<file path="src/rtl/ctb_pkg.sv">
package ctb_pkg;
    localparam int CTRL_W = 4;

    typedef enum logic [1:0] {
        T_IDLE = 2'd0,
        T_RUN  = 2'd1,
        T_DONE = 2'd2
    } tmr_state_e;

    typedef enum logic [1:0] {
        RG_START = 2'd0,
        RG_COUNT = 2'd1,
        RG_CTRL  = 2'd2,
        RG_ACK   = 2'd3
    } reg_sel_e;

    typedef struct packed {
        logic d256;
        logic d16;
        logic per;
        logic en;
    } ctrl_t;

    localparam ctrl_t CTRL_RESET = '{d256: 1'b0, d16: 1'b0, per: 1'b1, en: 1'b0};
endpackage

</file>
<file path="src/rtl/ctb_prescaler.sv">
module ctb_prescaler #(
    parameter int DIV_A_LOG2 = 4,
    parameter int DIV_B_LOG2 = 8
) (
    input  logic clk,
    input  logic rst_n,
    input  logic run_i,
    input  logic restart_i,
    input  logic sel_a_i,
    input  logic sel_b_i,
    output logic tick_o
);
    localparam int PS_W = DIV_B_LOG2;

    logic [PS_W-1:0] cnt_q;
    logic            wrap_a;
    logic            wrap_b;

    always_ff @(posedge clk) begin
        if (!rst_n || !run_i || restart_i) begin
            cnt_q <= '0;
        end else begin
            cnt_q <= cnt_q + 1'b1;
        end
    end

    assign wrap_a = &cnt_q[DIV_A_LOG2-1:0];
    assign wrap_b = &cnt_q;

    always_comb begin
        if (!run_i || restart_i) begin
            tick_o = 1'b0;
        end else if (sel_b_i) begin
            tick_o = wrap_b;
        end else if (sel_a_i) begin
            tick_o = wrap_a;
        end else begin
            tick_o = 1'b1;
        end
    end
endmodule

</file>
<file path="src/rtl/ctb_timer.sv">
module ctb_timer
    import ctb_pkg::*;
#(
    parameter int CNT_W      = 24,
    parameter int DIV_A_LOG2 = 4,
    parameter int DIV_B_LOG2 = 8
) (
    input  logic             clk,
    input  logic             rst_n,
    input  logic             hit_i,
    input  logic             wr_i,
    input  reg_sel_e         reg_i,
    input  logic [CNT_W-1:0] wdata_i,
    output logic [CNT_W-1:0] start_o,
    output logic [CNT_W-1:0] count_o,
    output ctrl_t            ctrl_o,
    output logic             irq_o
);
    localparam logic [CNT_W-1:0] START_MAX = {CNT_W{1'b1}};

    tmr_state_e       state_q, state_d;
    logic [CNT_W-1:0] start_q, count_q;
    ctrl_t            ctrl_q;
    ctrl_t            ctrl_new;
    logic             irq_q;
    logic             tick;
    logic             st_wr, cnt_wr, ctl_raw, ctl_bad, ctl_wr, ack_hit, upd;
    logic             expire;

    assign ctrl_new = ctrl_t'(wdata_i[CTRL_W-1:0]);
    assign st_wr    = hit_i && wr_i && (reg_i == RG_START);
    assign cnt_wr   = hit_i && wr_i && (reg_i == RG_COUNT);
    assign ctl_raw  = hit_i && wr_i && (reg_i == RG_CTRL);
    assign ctl_bad  = ctrl_new.d16 && ctrl_new.d256;
    assign ctl_wr   = ctl_raw && !ctl_bad;
    assign ack_hit  = hit_i && (reg_i == RG_ACK);
    assign upd      = st_wr || cnt_wr || ctl_wr || ack_hit;
    assign expire   = (state_q == T_RUN) && tick && !upd && (count_q <= CNT_W'(1));

    ctb_prescaler #(
        .DIV_A_LOG2 (DIV_A_LOG2),
        .DIV_B_LOG2 (DIV_B_LOG2)
    ) u_ps (
        .clk       (clk),
        .rst_n     (rst_n),
        .run_i     (state_q == T_RUN),
        .restart_i (ctl_wr),
        .sel_a_i   (ctrl_q.d16),
        .sel_b_i   (ctrl_q.d256),
        .tick_o    (tick)
    );

    // state register
    always_ff @(posedge clk) begin
        if (!rst_n) begin
            state_q <= T_IDLE;
        end else begin
            state_q <= state_d;
        end
    end

    // next state
    always_comb begin
        state_d = state_q;
        unique case (state_q)
            T_IDLE: begin
                if (ctl_wr && ctrl_new.en) state_d = T_RUN;
            end
            T_RUN: begin
                if (ctl_wr && !ctrl_new.en)  state_d = T_IDLE;
                else if (expire && !ctrl_q.per) state_d = T_DONE;
            end
            T_DONE: begin
                if (ctl_wr)     state_d = ctrl_new.en ? T_RUN : T_IDLE;
                else if (st_wr) state_d = T_RUN;
            end
            default: state_d = T_IDLE;
        endcase
    end

    // registers and outputs
    always_ff @(posedge clk) begin
        if (!rst_n) begin
            start_q <= START_MAX;
            count_q <= '0;
            ctrl_q  <= CTRL_RESET;
            irq_q   <= 1'b0;
        end else if (st_wr) begin
            start_q <= wdata_i;
            count_q <= wdata_i;
            irq_q   <= 1'b0;
        end else if (cnt_wr) begin
            count_q <= wdata_i;
        end else if (ctl_wr) begin
            ctrl_q <= ctrl_new;
            irq_q  <= 1'b0;
            if (ctrl_new.en) count_q <= start_q;
        end else if (ack_hit) begin
            irq_q <= 1'b0;
            if (ctrl_q.per) count_q <= start_q;
        end else if (expire) begin
            irq_q   <= 1'b1;
            count_q <= ctrl_q.per ? start_q : '0;
        end else if ((state_q == T_RUN) && tick) begin
            count_q <= count_q - 1'b1;
        end
    end

    assign start_o = start_q;
    assign count_o = count_q;
    assign ctrl_o  = ctrl_q;
    assign irq_o   = irq_q;

    a_r8_irq_rises_in_run: assert property (@(posedge clk) disable iff (!rst_n)
        $rose(irq_q) |-> $past(state_q) == T_RUN);

    a_r10_ack_drops_irq: assert property (@(posedge clk) disable iff (!rst_n)
        ack_hit |=> !irq_q);

    a_r4_idle_frozen: assert property (@(posedge clk) disable iff (!rst_n)
        (state_q == T_IDLE && !upd) |=> $stable(count_q));

    a_r5_bad_ctrl_kept: assert property (@(posedge clk) disable iff (!rst_n)
        (ctl_raw && ctl_bad) |=> $stable(ctrl_q));

    a_r9_done_parked: assert property (@(posedge clk) disable iff (!rst_n)
        (state_q == T_DONE && !upd) |=> (state_q == T_DONE && $stable(count_q)));

    a_r6_hold_without_tick: assert property (@(posedge clk) disable iff (!rst_n)
        (state_q == T_RUN && !tick && !upd) |=> $stable(count_q));
endmodule

</file>
<file path="src/rtl/ctimer_bank.sv">
module ctimer_bank
    import ctb_pkg::*;
#(
    parameter int NUM_TIMERS  = 4,
    parameter int CNT_W       = 24,
    parameter int DATA_W      = 32,
    parameter int STRIDE_LOG2 = 5,
    parameter int ADDR_W      = STRIDE_LOG2 + $clog2(NUM_TIMERS)
) (
    input  logic              clk,
    input  logic              rst_n,
    input  logic              bus_valid,
    input  logic              bus_write,
    input  logic [ADDR_W-1:0] bus_addr,
    input  logic [DATA_W-1:0] bus_wdata,
    output logic [DATA_W-1:0] bus_rdata,
    output logic [NUM_TIMERS-1:0] tmr_irq
);
    localparam int SEL_W = ADDR_W - STRIDE_LOG2;

    logic [SEL_W-1:0]       sel;
    logic [STRIDE_LOG2-1:0] off;
    logic                   off_known;
    reg_sel_e               rsel;
    logic [CNT_W-1:0]       start_a [NUM_TIMERS];
    logic [CNT_W-1:0]       count_a [NUM_TIMERS];
    ctrl_t                  ctrl_a  [NUM_TIMERS];
    logic                   unused_bits;

    assign sel         = bus_addr[ADDR_W-1:STRIDE_LOG2];
    assign off         = bus_addr[STRIDE_LOG2-1:0];
    assign off_known   = (off[STRIDE_LOG2-1:4] == '0);
    assign rsel        = reg_sel_e'(off[3:2]);
    assign unused_bits = ^{bus_wdata[DATA_W-1:CNT_W], off[1:0]};

    for (genvar g = 0; g < NUM_TIMERS; g++) begin : g_tmr
        logic hit;
        assign hit = bus_valid && off_known && (sel == SEL_W'(g));

        ctb_timer #(
            .CNT_W (CNT_W)
        ) u_tmr (
            .clk     (clk),
            .rst_n   (rst_n),
            .hit_i   (hit),
            .wr_i    (bus_write),
            .reg_i   (rsel),
            .wdata_i (bus_wdata[CNT_W-1:0]),
            .start_o (start_a[g]),
            .count_o (count_a[g]),
            .ctrl_o  (ctrl_a[g]),
            .irq_o   (tmr_irq[g])
        );
    end

    always_comb begin
        bus_rdata = '0;
        if (off_known && (int'(sel) < NUM_TIMERS)) begin
            unique case (rsel)
                RG_START: bus_rdata[CNT_W-1:0]  = start_a[sel];
                RG_COUNT: bus_rdata[CNT_W-1:0]  = count_a[sel];
                RG_CTRL:  bus_rdata[CTRL_W-1:0] = ctrl_a[sel];
                RG_ACK:   bus_rdata = '0;
                default:  bus_rdata = '0;
            endcase
        end
    end

    a_r2_irq_needs_enable: assert property (@(posedge clk) disable iff (!rst_n)
        $rose(tmr_irq[0]) |-> $past(ctrl_a[0].en));
endmodule

</file>
<file path="config.mk">
export PLATFORM = sky130hd
export DESIGN_NAME = ctimer_bank
export DESIGN_NICKNAME = d
export VERILOG_FILES = /design/src/rtl/ctb_pkg.sv /design/src/rtl/ctb_prescaler.sv /design/src/rtl/ctb_timer.sv /design/src/rtl/ctimer_bank.sv
export SDC_FILE = /design/constraint.sdc
export NUM_CORES = 1
export LEC_CHECK = 0
export ABC_AREA = 1
export CORE_AREA = 2 2 200 202
export DETAILED_ROUTE_END_ITERATION = 10
export DIE_AREA = 0 0 202 204
export GPL_TIMING_DRIVEN = 1
export PLACE_DENSITY_LB_ADDON = 0.25
export REMOVE_ABC_BUFFERS = 1
export SLEW_MARGIN = 20
export SYNTH_ARGS = -nofsm -noshare
export SYNTH_HDL_FRONTEND = slang
export SYNTH_SLANG_ARGS = --single-unit
</file>
<file path="constraint.sdc">
create_clock -name clk -period 3 [get_ports clk]
set_input_delay 0.3 -clock clk [delete_from_list [all_inputs] [get_ports clk]]
set_output_delay 0.3 -clock clk [all_outputs]
set_load 0.02 [all_outputs]
</file>
==> results of run 1 <==
-- final cells by class --
| type | count | share of cell area [%] |
|---|---|---|
| flip-flops and latches | 252 | 25.4 |
| clock inverters | 11 | 0.825 |
| inverters | 250 | 4.74 |
| clock buffers | 47 | 5.10 |
| repair buffers | 148 | 7.48 |
| well taps | 525 | 3.31 |
| multi-input cells | 2208 | 53.2 |
-- sequential cells by signal (all words and copies together), names as in the netlist --
| signal | cells |
|---|---|
| g_tmr.u_tmr.state_q | 8 |
| g_tmr.u_tmr.count_o | 96 |
| g_tmr.u_tmr.u_ps.cnt_q | 32 |
| g_tmr.u_tmr.ctrl_o | 16 |
| g_tmr.u_tmr.irq_o | 4 |
| g_tmr.u_tmr.start_o | 96 |
-- synthesized netlist by cell type, types with 22 or more instances --
library cell	instances	area share (%)
nand2_1	871	19
dfxtp_1	252	29
clkbuf_1	100	2.2
buf_4	22	0.95
nand3_1	266	7.7
buf_2	34	0.98
a22oi_1	32	1.4
xor2_1	63	3.2
nor2_1	361	7.8
o22ai_1	26	0.94
inv_1	236	5.1
o21ai_0	78	2.3
nand4_1	40	1.4
o221ai_1	23	1.2
a21oi_1	263	7.6
o211ai_1	53	2.3
-- path summary, 6_finish.rpt --
check	end
max reg2reg	g_tmr[2].u_tmr.count_o[18]
min	g_tmr[1].u_tmr.start_o[13]
min reg2reg	g_tmr[1].u_tmr.u_ps.cnt_q[0]
max	bus_rdata[4]
-- through the flow --
stage | hold slack, ns | setup TNS (ns) | total power [mW] | std cells
2_1_floorplan | 0.384 | -9.83 | 5.03 | 2710
3_3_place_gp | 0.429 | -5.07 | 5.82 | 3383
3_5_place_dp | 0.433 | -5.71 | 5.83 | 3383
4_1_cts | 0.188 | 0 | 10.1 | 3441
5_1_grt | 0.219 | -0.0187 | 10.6 | 3441
6_report | 0.201 | 0 | 10.1 | 3441
-- critical path, cell delays in order --
cell and delay, ns:
clkdlybuf4s50_1 0.46, buf_4 0.18, nor2_2 0.15, buf_12 0.21, a22oi_1 0.17, o221ai_1 0.11, nand2_1 0.08, a21oi_1 0.33
clkdlybuf4s50_1 0.67
-- kinds of logic after synthesis --
kind of cell / share of synthesized area, %
AND/OR/NAND/NOR: 39.0
AO/OA/AOI/OAI: 16.8
buffers and inverters: 10.5
flip-flops: 29.1
XOR/XNOR: 3.74
adder cells (fa/ha/maj): 0.866
other: 0.0216
-- per-layer routing --
layer / vias to the layer above / GRT usage, % / wire, um
met5: - / 0 / 11
met4: 2 / 12.9 / 2620
met3: 148 / 5.47 / 6260
met2: 948 / 50.4 / 29400
met1: 8895 / 42.7 / 28300
li1: 9407 / - / -
-- power breakdown --
group / switching, mW / internal [mW]
clock: 1.59 / 2.70
combinational: 1.55 / 0.796
sequential: 0.0733 / 3.40
-- timing repair --
action	CTS	global route
resized for setup	2	9
pin swaps	0	1
endpoints found under the setup margin	5	33
==> results.cfg, run 1 <==
[cells_and_area]
antenna_cells = 0
ff_latch_area_sq_um = 5040
fin_area_sq_um = 19900
drive_gt1_share_pct = 7.13
layout.nets = 2949
layout_common_cells = nand2_1, nor2_1, nand3_1, a21oi_1, dfxtp_1
multi_input_area_sq_um = 10600
area.growth.synth_to_final_pct = 14.5
fillers = 4036
mostFrequentLayoutCell = nand2_1
finish.utilization_pct = 50.7

[critical_path]
crit_path_start_kind = input port
crit_path_start = bus_addr[5]
cp_max_fo = 30
rr_startpoint = g_tmr[2].u_tmr.u_ps.cnt_q[0]
required_ns = 2.70
reg2reg_depth = 13
crit_type = input port to primary output
r2r_slack_ns = 0.26
arrival_ns = 2.69
end_kind = primary output

[yosys]
synth_flop_cell = dfxtp_1
synth_edf_count = 0
synth-seq-cells = 252
synthDistinctLibCells = 50
yosysWarnings = 0
netlist_area_sq_um = 17300
ys_seq_area_share_pct = 29.1
avgSynthCellArea_sq_um = 6.01
synthArstFlopShare_pct = 0
syn_inst = 2887

[sta]
drv_slew = 0
fin_ws_ns = 0.0101
relSlewSlack_pct = 43.3
fin_crit_sh_pct = 99.7
hold_viol = 0
finalSetupViolations = 0
min_period_ns = 2.99
max_freq_mhz = 334
tightest_slew_ns = 0.850
skew_ns = 0.0201

[grt]
antenna_found_initial = 1
grt.total_usage_pct = 31.7
gr-total-overflow = 0
grt_pass1_vias = 17700
grt_max_degree = 95
grt_pass1_wl_mm = 102

[floorplan]
core_sq_um = 39200
pin_count = 79
rows = 73
die_x_um = 202
dieArea_sq_um = 41200
die_height_um = 204
start_util_pct = 44.3

[clock_tree]
insertion_delay_ns = 0.54
htree_levels = 2
postCtsSetupRepairBufs = 0
root_buffer = clkbuf_16
cts_made_buffers = 34
ctsHoldBuffers = 0
cts_sinks = 252
clk_pin_slew_worst_paths_ns = 0.05
cts_tree = done
clock_tree.buffer_depth = 3

[pwr]
power_per_cell_area_nw_per_um2 = 509
ir_worst_vdd_v = 0.000338
p_leak_nw = 9.96

[detailed_routing]
dr.pass1.iters = 7
routed_wl_mm = 66.5
antenna_left = 0
wl_per_cell_um = 19.3
drcViolationCount = 0
first_iter_violations = 1678
viasPerCell = 5.64
num_vias = 19400

[worst_hold_path]
holdCritStartpoint = rst_n
hp-class = input port to flip-flop
whs_path_depth = 2

[place]
place_ws_ns = -0.303
hpwl_mm = 48.6
dpl_cell_area_sq_um = 18700
port_buffers = 60
gp_congestion = 1.01

[outcome]
outcome = finished, final reports clean

[run]
max-cap-violations = 0
No activity file was read; power rests on OpenSTA's default activity.
==> run 2, diff against run 1 <==
- GPL_TIMING_DRIVEN: 1 -> 0
==> run 2 against run 1 <==
Effect of this change:
- hold slack got worse by 0.020 ns
- final cell count fell by 1.5%
- first-iteration DRC count rose by 14%
- setup slack improved by 0.029 ns
- critical endpoint is now bus_rdata[1]
==> results.cfg, run 2 (synthesis gave the netlist of run 1 again) <==
[outcome]
outcome = finished, final reports clean

[pwr]
fin_total_pwr_mw = 10.5
seq_power_share_pct = 33.1
ir_worst_vdd_v = 0.000421
power_per_cell_area_nw_per_um2 = 531
switching_share_pct = 31.5
p_leak_nw = 9.69
combPwrFrac_pct = 22.1
internal_power_mw = 7.19
p_switching_mw = 3.31
clkPwrFrac_pct = 44.8

[place]
numPlacedInstances = 3308
hpwl_mm = 45.7
gp_congestion = 1.05
dpl_cell_area_sq_um = 18200
port_buffers = 60

[worst_hold_path]
hp-class = input port to flip-flop

[detailed_routing]
num_vias = 19700
drcViolationCount = 0
first_iter_violations = 1917
routed_wl_mm = 68.2
antenna_left = 0
viasPerCell = 5.82
dr.pass1.iters = 9
wl_per_cell_um = 20.1

[critical_path]
end_kind = primary output
required_ns = 2.70
arrival_ns = 2.66
cp_max_fo = 26
rr_startpoint = g_tmr[3].u_tmr.count_o[1]
r2r_slack_ns = 0.25
endpoint = bus_rdata[1]
crit_path_start = g_tmr[1].u_tmr.ctrl_o[1]
crit_type = flip-flop to primary output
reg2reg_to = g_tmr[3].u_tmr.count_o[0]
reg2reg_depth = 12
crit_path_start_kind = flip-flop

[floorplan]
die_height_um = 204
pin_count = 79
rows = 73
start_util_pct = 44.3
die_x_um = 202
core_sq_um = 39200
dieArea_sq_um = 41200

[clock_tree]
htree_levels = 2
clk_pin_slew_worst_paths_ns = 0.06
cts_sinks = 252
insertion_delay_ns = 0.55
clock_tree.buffer_depth = 3
root_buffer = clkbuf_16
cts_made_buffers = 34
cts_tree = done

[cells_and_area]
area.growth.synth_to_final_pct = 14.1
drive_gt1_share_pct = 6.32
mostFrequentLayoutCell = nand2_1
layout.nets = 2895
antenna_cells = 0
fin_cells = 3390
layout_common_cells = nand2_1, nor2_1, a21oi_1, nand3_1, dfxtp_1
fin_area_sq_um = 19800

[sta]
fin_setup_tns_ns = 0
finalSetupViolations = 0
relSlewSlack_pct = 38.1
fin_crit_sh_pct = 98.7
hold_viol = 0
drv_slew = 0
grt_setup_unrepaired = no
tightest_slew_ns = 0.927
skew_ns = 0.0178
max_freq_mhz = 338
min_period_ns = 2.96

[grt]
grt.total_usage_pct = 32.1
gr-total-overflow = 0
grt_pass1_vias = 18000
grt_max_degree = 81
antenna_found_initial = 0
grt_pass1_wl_mm = 103

[run]
max-cap-violations = 0
==> run 2: cell count changes in the layout (fill, tap and decap cells not counted), sizes merged <==
| cell | change |
|---|---|
| buf | -65 |
| nor2 | +7 |
| clkinvlp | +5 |
| bufinv | +4 |
| dlymetal6s2s | -4 |
| inv | -2 |
| clkbuf | +1 |
| clkdlybuf4s15 | +1 |
| o211ai | +1 |
| o21ai | +1 |
==> run 2: worst max-delay path: stages (launching register included) <==
cell and delay, ns:
dfxtp_2 0.72, nand2_1 0.21, o2111ai_1 0.13, a221oi_1 0.11, nor3_1 0.28, clkdlybuf4s50_1 0.66
==> run 2: power groups by stage <==
stage	sequential [mW]	clock, mW	combinational, mW
global placement	3.54	0	2.14
CTS	3.47	4.75	2.26
global route	3.48	4.87	2.56
floorplan	3.52	0	1.51
finish	3.47	4.71	2.32
detailed placement	3.54	0	2.19
==> run 2: layout make-up <==
cell class / instances / area, sq um
Clock buffer: 45 / 996
Clock inverter: 16 / 287
Fill cell: 4000 / 19400
Inverter: 250 / 972
Multi-Input combinational cell: 2217 / 10800
Sequential cell: 252 / 5050
Tap cell: 525 / 657
Timing Repair Buffer: 83 / 1020
Timing Repair inverter: 2 / 15.0
==> run 2: metal layers <==
layer	track usage [%]	vias to the layer above	part of all wire, %
met4	16.3	0	4.9
met3	5.74	207	11
met5	0	-	0
met1	39.9	9099	38
met2	53.5	1089	46
li1	-	9318	-
==> run 2: repair_timing <==
| action | in CTS | in global routing |
|---|---|---|
| setup buffers | 9 | 1 |
| setup endpoints to repair | 151 | 89 |
| pin swaps | 9 | 2 |
| gates resized for setup | 53 | 7 |
| cloned | 10 | 1 |
| hold buffers | 0 | 0 |
==> run 2: worst min-delay path by stage <==
stage | from | to | slack, ns | depth (start not counted)
floorplan | rst_n | g_tmr[0].u_tmr.start_o[23] | 0.38 | 1
global placement | g_tmr[3].u_tmr.u_ps.cnt_q[0] | g_tmr[3].u_tmr.u_ps.cnt_q[0] | 0.43 | 1
detailed placement | g_tmr[3].u_tmr.u_ps.cnt_q[0] | g_tmr[3].u_tmr.u_ps.cnt_q[0] | 0.44 | 1
CTS | rst_n | g_tmr[1].u_tmr.start_o[13] | 0.18 | 2
global route | rst_n | g_tmr[1].u_tmr.start_o[22] | 0.22 | 2
finish | rst_n | g_tmr[1].u_tmr.start_o[13] | 0.18 | 2
==> run 2: stage by stage <==
stage                     worst slack, ns  utilization, %  hold WS, ns
after floorplan                    -0.714               -        0.384
after detailed placement            -1.90            46.4        0.443
after CTS                         0.00570            50.4        0.177
after global placement              -7.17            45.3        0.427
final                              0.0396            50.5        0.181
after global routing               0.0266            50.5        0.218
